### src/rtl/chan_div_pkg.sv
package chan_div_pkg;

    localparam int RATIO_W    = 10;
    localparam int PHASE_W    = 6;
    localparam int DATA_W     = 8;
    localparam int ADDR_W     = 2;
    localparam int NUM_SRC    = 2;
    localparam int SRC_SEL_W  = (NUM_SRC > 1) ? $clog2(NUM_SRC) : 1;
    localparam int RATIO_HI_W = RATIO_W - DATA_W;

    localparam int PD_BIT  = 4;
    localparam int SEL_BIT = 5;

    localparam logic [ADDR_W-1:0] ADDR_RATIO_LO = ADDR_W'(0);
    localparam logic [ADDR_W-1:0] ADDR_CTRL     = ADDR_W'(1);
    localparam logic [ADDR_W-1:0] ADDR_PHASE    = ADDR_W'(2);

    typedef enum logic [1:0] {
        ST_IDLE = 2'd0,
        ST_WAIT = 2'd1,
        ST_RUN  = 2'd2
    } div_state_e;

    typedef struct packed {
        logic [RATIO_W-1:0] ratio;
        logic               pd;
        logic               sel;
        logic [PHASE_W-1:0] phase;
    } div_cfg_t;

endpackage

### src/rtl/chan_div_regs.sv
module chan_div_regs
    import chan_div_pkg::*;
(
    input  logic              clk,
    input  logic              rst_n,
    input  logic              wr,
    input  logic [ADDR_W-1:0] addr,
    input  logic [DATA_W-1:0] wdata,
    output div_cfg_t          cfg
);

    div_cfg_t cfg_d, cfg_q;

    always_comb begin
        cfg_d = cfg_q;
        if (wr) begin
            case (addr)
                ADDR_RATIO_LO: cfg_d.ratio[DATA_W-1:0] = wdata;
                ADDR_CTRL: begin
                    cfg_d.ratio[RATIO_W-1:DATA_W] = wdata[RATIO_HI_W-1:0];
                    cfg_d.pd  = wdata[PD_BIT];
                    cfg_d.sel = wdata[SEL_BIT];
                end
                ADDR_PHASE:    cfg_d.phase = wdata[PHASE_W-1:0];
                default:       cfg_d = cfg_q;
            endcase
        end
    end

    always_ff @(posedge clk or negedge rst_n) begin
        if (!rst_n) begin
            cfg_q <= '0;
        end else begin
            cfg_q <= cfg_d;
        end
    end

    assign cfg = cfg_q;

endmodule

### src/rtl/chan_div_tick_sel.sv
module chan_div_tick_sel
    import chan_div_pkg::*;
(
    input  logic [NUM_SRC-1:0]   src_en,
    input  logic [SRC_SEL_W-1:0] sel,
    output logic                 tick
);

    always_comb begin
        tick = 1'b0;
        for (int i = 0; i < NUM_SRC; i++) begin
            if (sel == SRC_SEL_W'(i)) begin
                tick = src_en[i];
            end
        end
    end

endmodule

### src/rtl/chan_div_core.sv
module chan_div_core
    import chan_div_pkg::*;
(
    input  logic               clk,
    input  logic               rst_n,
    input  logic               tick,
    input  logic               sync,
    input  logic               pd,
    input  logic [RATIO_W-1:0] ratio,
    input  logic [PHASE_W-1:0] phase,
    output logic               div_out,
    output div_state_e         state
);

    typedef struct packed {
        div_state_e         st;
        logic [RATIO_W-1:0] pos;
        logic [RATIO_W-1:0] lim;
        logic [PHASE_W-1:0] dly;
        logic               out;
    } core_t;

    core_t q, d;

    logic [RATIO_W:0]   hi_w;
    logic [RATIO_W-1:0] pos_inc;

    always_comb begin
        d       = q;
        hi_w    = ({1'b0, q.lim} + (RATIO_W+1)'(1)) >> 1;
        pos_inc = q.pos + RATIO_W'(1);

        if (pd) begin
            d.st  = ST_IDLE;
            d.pos = '0;
            d.dly = '0;
            d.out = 1'b0;
        end else if (sync) begin
            d.st  = ST_WAIT;
            d.pos = '0;
            d.dly = phase;
            d.out = 1'b0;
        end else begin
            case (q.st)
                ST_WAIT: begin
                    if (tick) begin
                        if (q.dly == '0) begin
                            d.st  = ST_RUN;
                            d.pos = '0;
                            d.lim = ratio;
                            d.out = 1'b1;
                        end else begin
                            d.dly = q.dly - PHASE_W'(1);
                        end
                    end
                end
                ST_RUN: begin
                    if (tick) begin
                        if (q.pos == q.lim) begin
                            d.pos = '0;
                            d.lim = ratio;
                            d.out = 1'b1;
                        end else begin
                            d.pos = pos_inc;
                            d.out = ({1'b0, pos_inc} < hi_w);
                        end
                    end else if (q.lim == '0) begin
                        d.out = 1'b0;
                    end
                end
                default: begin
                    d.out = 1'b0;
                end
            endcase
        end
    end

    always_ff @(posedge clk or negedge rst_n) begin
        if (!rst_n) begin
            q <= '{st: ST_IDLE, pos: '0, lim: '0, dly: '0, out: 1'b0};
        end else begin
            q <= d;
        end
    end

    assign div_out = q.out;
    assign state   = q.st;

endmodule

### src/rtl/chan_clk_div.sv
module chan_clk_div
    import chan_div_pkg::*;
(
    input  logic              clk,
    input  logic              rst_n,
    input  logic              pre_a_en,
    input  logic              pre_b_en,
    input  logic              cfg_wr,
    input  logic [ADDR_W-1:0] cfg_addr,
    input  logic [DATA_W-1:0] cfg_wdata,
    input  logic              sync_in,
    output logic              div_out
);

    div_cfg_t   cfg_q;
    logic       tick;
    logic       pd_w;
    div_state_e core_st;

    chan_div_regs u_regs (
        .clk   (clk),
        .rst_n (rst_n),
        .wr    (cfg_wr),
        .addr  (cfg_addr),
        .wdata (cfg_wdata),
        .cfg   (cfg_q)
    );

    chan_div_tick_sel u_sel (
        .src_en ({pre_b_en, pre_a_en}),
        .sel    (SRC_SEL_W'(cfg_q.sel)),
        .tick   (tick)
    );

    assign pd_w = cfg_q.pd;

    chan_div_core u_core (
        .clk     (clk),
        .rst_n   (rst_n),
        .tick    (tick),
        .sync    (sync_in),
        .pd      (pd_w),
        .ratio   (cfg_q.ratio),
        .phase   (cfg_q.phase),
        .div_out (div_out),
        .state   (core_st)
    );

endmodule

### config.mk
export PLATFORM = sky130hd
export DESIGN_NAME = chan_clk_div
export DESIGN_NICKNAME = d
export VERILOG_FILES = /design/src/rtl/chan_div_pkg.sv /design/src/rtl/chan_div_regs.sv /design/src/rtl/chan_div_tick_sel.sv /design/src/rtl/chan_div_core.sv /design/src/rtl/chan_clk_div.sv
export SDC_FILE = /design/constraint.sdc
export NUM_CORES = 1
export LEC_CHECK = 0
export ABC_AREA = 1
export BUFFER_PORTS_ARGS = -buffer_cell sky130_fd_sc_hd__buf_2
export CAP_MARGIN = 10
export CORE_ASPECT_RATIO = 0.9
export CORE_MARGIN = 3
export CORE_UTILIZATION = 30
export CTS_BUF_LIST = sky130_fd_sc_hd__clkbuf_8 sky130_fd_sc_hd__clkbuf_16
export DETAILED_ROUTE_END_ITERATION = 8
export PLACE_DENSITY_LB_ADDON = 0.15
export SLEW_MARGIN = 10
export SYNTH_ARGS = -nofsm -noshare
export SYNTH_HDL_FRONTEND = slang
export SYNTH_SLANG_ARGS = --single-unit
### constraint.sdc
create_clock -name clk -period 4.02 [get_ports clk]
set_clock_uncertainty 0.1 [all_clocks]
set_input_delay 0 -clock clk [delete_from_list [all_inputs] [get_ports clk]]
set_output_delay 0 -clock clk [all_outputs]
set_load 0.03 [all_outputs]
Word level (Yosys, flattened, before mapping)
Index checks and enable logic that the tools add are counted.
{"block": "totals", "in_bits": 16, "reg_bits": 47, "out_inout_bits": 1, "elab_cells": 65}
{"block": "op_classes", "eq_ne": 14, "n_lt_le_gt_ge": 1, "reduce_logical": 16, "muxes": 19, "add_sub_neg": 3, "bitwise_logic": 2}
{"operator": "case mux 20 bit (2 select lines)", "count": 1}
{"operator": "2-to-1 mux 29 bit", "count": 1}
{"operator": "2-to-1 mux 12 bit", "count": 2}
{"operator": "2-to-1 mux 22 bit", "count": 1}
{"operator": "2-to-1 mux 10 bit", "count": 2}
{"operator": "2-to-1 mux 20 bit", "count": 1}
{"operator": "2-to-1 mux 7 bit", "count": 2}
{"operator": "2-to-1 mux 6 bit", "count": 2}
{"operator": "adder 10 x 1 -> 11 bit (second input constant)", "count": 1}
{"operator": "adder 10 x 1 -> 10 bit (second input constant)", "count": 1}
{"operator": "== test 10 bit", "count": 1}
{"operator": "logical NOT 10 bit", "count": 1}
{"operator": "less-than comparator 10 bit", "count": 1}
{"operator": "AND reduction 3 bit", "count": 3}
{"operator": "nonzero test 3 bit", "count": 3}
{"operator": "!= test 4 bit (second input constant)", "count": 2}
{"operator": "AND reduction 7 bit", "count": 1}
{"operator": "logical NOT 6 bit", "count": 1}
{"operator": "AND reduction 2 bit", "count": 3}
{"operator": "subtractor 6 x 1 -> 6 bit (second input constant)", "count": 1}
{"operator": "2-to-1 mux 1 bit", "count": 5}
{"operator": "!= test 5 x 4 -> 1 bit (second input constant)", "count": 1}
{"operator": "== test 2 x 1 -> 1 bit (second input constant)", "count": 2}
{"operator": "== test 2 bit (second input constant)", "count": 2}
{"operator": "other kinds (11)", "count": 14}

Longest topological paths before layout
{"block": "depth", "ltp_word": 7, "ltp_mapped": 18, "ltp_nobuf": 18}

Cells and area by module
Synthesis repeated with hierarchy kept, for this count alone.
{"block": "unflattened", "hier_cells": 404, "hier_area_um2": 3011.6}
{"module": "chan_div_core", "cells_per_inst": 318, "seq_area_each_um2": 725.7, "area_per_inst_um2": 2214.6, "instances": 1}
{"module": "chan_div_regs", "cells_per_inst": 82, "seq_area_each_um2": 450.4, "area_per_inst_um2": 782.0, "instances": 1}
{"module": "chan_div_tick_sel", "cells_per_inst": 4, "seq_area_each_um2": 0.0, "area_per_inst_um2": 15.0, "instances": 1}

Worst setup path after synthesis
Ideal clock, no wire load.
{"block": "synth_timing", "path_type": "reg2reg", "startpoint": "reg u_core.q[9] (netlist bit)", "endpoint": "reg u_core.q (netlist bit u_core.div_out)", "t_required_ps": 3803, "setup_slack_ps": 1745, "path_stages_with_launch": 17, "arrival_ps": 2058, "setup_time_ps": 117, "n_path_buf": 0, "period_less_slack_ps": 2275, "cell_sequence": "dfrtp_1 > inv_1 > nor3_2 > nand4_1 > nor2_1 > nand3_1 > xor2_1 > ha_1 > nand2_1 > nor2_1 > nand3_1 > nand3_1 > nand2_1 > nand2_1 > nand2_1 > nand2_1 > nand2_1"}
{"block": "synth_between", "elab_chain_len": 7, "word_cells_on_any_way": 11, "cone_classes": "add/sub: 1; order compare: 1; eq/ne: 2; mux: 5; reduce/logical: 2"}
{"element": "start, declared", "line_no": "chan_div_core.sv:23", "source": "core_t q, d;"}
{"element": "start signal, assigned", "line_no": "chan_div_core.sv:80", "source": "q <= '{st: ST_IDLE, pos: '0, lim: '0, dly: '0, out: 1'b0};"}
{"element": "adder 10 x 1 -> 11 bit", "line_no": "chan_div_core.sv:30", "source": "hi_w = ({1'b0, q.lim} + (RATIO_W+1)'(1)) >> 1;"}
{"element": "less-than comparator 10 bit", "line_no": "chan_div_core.sv:65", "source": "d.out = ({1'b0, pos_inc} < hi_w);"}
{"element": "2-to-1 mux 1 bit", "line_no": "chan_div_core.sv:59", "source": "if (q.pos == q.lim) begin"}
{"element": "2-to-1 mux 1 bit", "line_no": "chan_div_core.sv:58", "source": "if (tick) begin"}
{"element": "case mux 1 bit (2 select lines)", "line_no": "chan_div_core.sv:44", "source": "case (q.st)"}
{"element": "2-to-1 mux 7 bit", "line_no": "chan_div_core.sv:38", "source": "end else if (sync) begin"}
{"element": "2-to-1 mux 7 bit", "line_no": "chan_div_core.sv:33", "source": "if (pd) begin"}
Parallel ways exist; a longest one is shown, timed or not.
A chain may end at the register's enable or synchronous reset.

Worst setup path after layout
Same ends and word-level chain as after synthesis.

==> summary.txt <==
status -> finished, final reports clean
vias in the first global route -> 2,214
Core Util, Final -> 35.23%
Reg area -> 1176 um2
sequential area share after synthesis -> 41.26%
VDD IR max -> 150.4 uV
Max Root-Sink Buffers -> 2
R2R setup slack -> 1460 ps
Hold Fails Final Rpt -> 0
pwr dens -> 472.4 nW/um2
CP delay by family, top -> simple AND/OR/NAND/NOR gates
Syn Inst Count -> 375
slowest CP cell -> dfrtp_1
Via density -> 4.388
Netlist Area Pre-Place -> 2850 um2
later-pin clock latency in the skew report -> 300 ps
R2R cell count -> 16
FP Rows -> 33
share of post-route cells with drive strength above 1 -> 9.726%
Slew Limit Fails -> 0
syn nets -> 407
HP Start -> cfg_wr
Mean Syn Cell Area -> 7.601 um2
Routed WL -> 6367 um
library cells used by synthesis -> 35
first-pass GRT wire length -> 11,030 um
Area contributors post-synth -> dfrtp_1, nand2_1, ha_1
Leak -> 0.001630 uW
synthesis-stage register bit count -> 47
Slew @ Worst Pin -> 612.4 ps
wire per inst -> 12.17 um
Slew Limit Headroom -> 59.18%
# fillers -> 991
data required time of the worst path -> 4110 ps
CP most frequent cell -> nand2_1
Clock Sinks -> 47
end of the critical path -> u_core.div_out
worst path arrival time -> 2650 ps
Critical Path Stages -> 16
RSZ-0062 raised after global routing -> false
CTS tree -> yes
TritonRoute pass-1 iters -> 4
post-route ant nets -> 0
CTS H-Tree Depth -> 2
Vias -> 2,295
Die ar. -> 10,710 um2
slowest stage delay, CP -> 440 ps
Ports -> 17
DRC errors left -> 0
worst hold path type -> in2reg
CP Cell Sequence -> inv_1, nor3_2, nand4_1, nor2_1, nand3_1, xor2_1, ha_1, nand2_1, nor2_1, nand3_1, nand3_1, nand2_1, nand2_1, nand2_1, nand2_1, nand2_1
chip width -> 108.7 um
min cycle time layout -> 2557 ps
FMAX -> 391.2 MHz
DRT iter0 DRCs -> 93
IO Port Bufs -> 16
critical path buffer and inverter count -> 1
final worst-path cycle share -> 63.59%
clock-pin slew on the worst setup and hold paths -> 100 ps
CP Class -> reg2reg
Initial Util -> 31.09%
Detailed Place HPWL -> 4820 um
crit path from -> u_core.q[9]
Multi-input gate area -> 1440 um2
max-cap violation count -> 0
WHS Path Cells -> 3
Post-CTS Setup Repair Bufs -> 0
crit-path max FO -> 5
largest net degree at the start of global routing -> 48
antenna violations before repair -> 0
root buf cell -> clkbuf_8
Yosys top cell by area -> dfrtp_1
fin nets -> 432
setup violators final -> 0
r2r endpoint -> u_core.div_out
GPL Wtd Cong -> 0.8034
Synth Warn # -> 0
CP startpoint kind -> register
setup_tns -> 0 ps
grt total ovfl -> 0
GRT Total Usage -> 13.10%
Resized Gates After CTS -> 0
ANT cells -> 0
CP endpoint kind -> register
Syn-to-layout area delta -> 13.30%
worst r2r src -> u_core.q[9]
Die Y -> 98.47 um
top-area cell type share of the netlist area -> 41.26%
TritonCTS Buffers -> 5
CORE AREA -> 9166 um2
==> through the flow <==
stage	power [uW]	hold WS (ps)	instance area (um2)	worst slack (ps)	std cells
3_3_place_gp	1227	47.32	3040	1592	505
3_5_place_dp	1224	49.58	3040	1506	505
4_1_cts	1542	64.06	3229	1476	523
2_1_floorplan	1085	-395.6	2850	1745	375
6_report	1526	63.23	3229	1463	523
5_1_grt	1676	111.5	3229	1073	523
==> how the worst min path moves through the flow <==
stage	slack [ps]	endpoint
floorplan	-400	u_core.div_out
global placement	50	u_core.q[21]
detailed placement	50	u_core.q[20]
CTS	60	u_regs.cfg[6]
global route	110	u_regs.cfg[17]
finish	60	u_regs.cfg[6]
==> logic make-up (layout without fill, tap and decap cells) <==
family / Yosys count / in the layout / synth area share (%)
and+or+nand+nor: 185 / 185 / 28.27
buffers and inverters: 58 / 84 / 8.209
AOI/OAI and AO/OA: 51 / 51 / 9.702
DFF: 47 / 47 / 41.26
xor gates and xnor gates: 18 / 18 / 5.531
adders and majority gates: 16 / 16 / 7.024
==> worst reg2reg max path, stage by stage (launching register included) <==
cell	delay, ps
dfrtp_1	440
inv_1	110
nor3_2	270
nand4_1	140
nor2_1	190
nand3_1	110
xor2_1	160
ha_1	270
nand2_1	60
nor2_1	160
nand3_1	100
nand3_1	90
nand2_1	50
nand2_1	50
nand2_1	40
nand2_1	50
nand2_1	40
==> state kept, by name, summed over array words and instances (netlist names) <==
signal	count
u_core.q	26
u_core.div_out	1
u_core.state	2
u_regs.cfg	18
==> cells in the mapped netlist (all sizes together) <==
cell type and n:
a31oi 1, nor2 23, nand4 6, a31o 1, inv 49, o21ai 38, nand2 121, xor2 12
o21a 1, buf 4, ha 16, a21oi 9, o211ai 1, nor4 1, nand3 27, or2 2
dfrtp 47, xnor2 6, clkbuf 5, nor3 5
==> cells in the final DEF, fill, tap and decap left out, drive strengths merged, types with 10 or more instances in the layout <==
master	Yosys	layout
buf	4	17
dfrtp	47	47
dlygate4sd3	0	10
ha	16	16
inv	49	51
nand2	121	121
nand3	27	27
nor2	23	23
o21ai	38	38
xor2	12	12
==> metal layers <==
metal  up-vias  share of wire, %  global-route usage, %
met2        35                39                  18.48
met5         -                 0                      0
li1       1240                 -                      -
met4         0               2.0                  4.466
met3        10               3.4                  2.750
met1      1010                55                  19.76
==> final cells by class <==
type	instances	share of cell area, %
clock inverters	3	0.6199
flip-flops and latches	47	36.42
inverters	49	5.695
multi-input cells	270	44.60
repair buffers	27	5.812
clock buffers	5	2.131
well taps	122	4.727
==> timing repair <==
action                                  4_1_cts  5_1_grt
endpoints found under the hold margin        67        0
hold buffers                                 10        0
endpoints found under the setup margin        0        0
==> power by group <==
part / internal (uW) / switching, uW
Sequential: 573 / 106
Clock: 123 / 180
Combinational: 206 / 338
No activity file was read; power rests on OpenSTA's default activity.
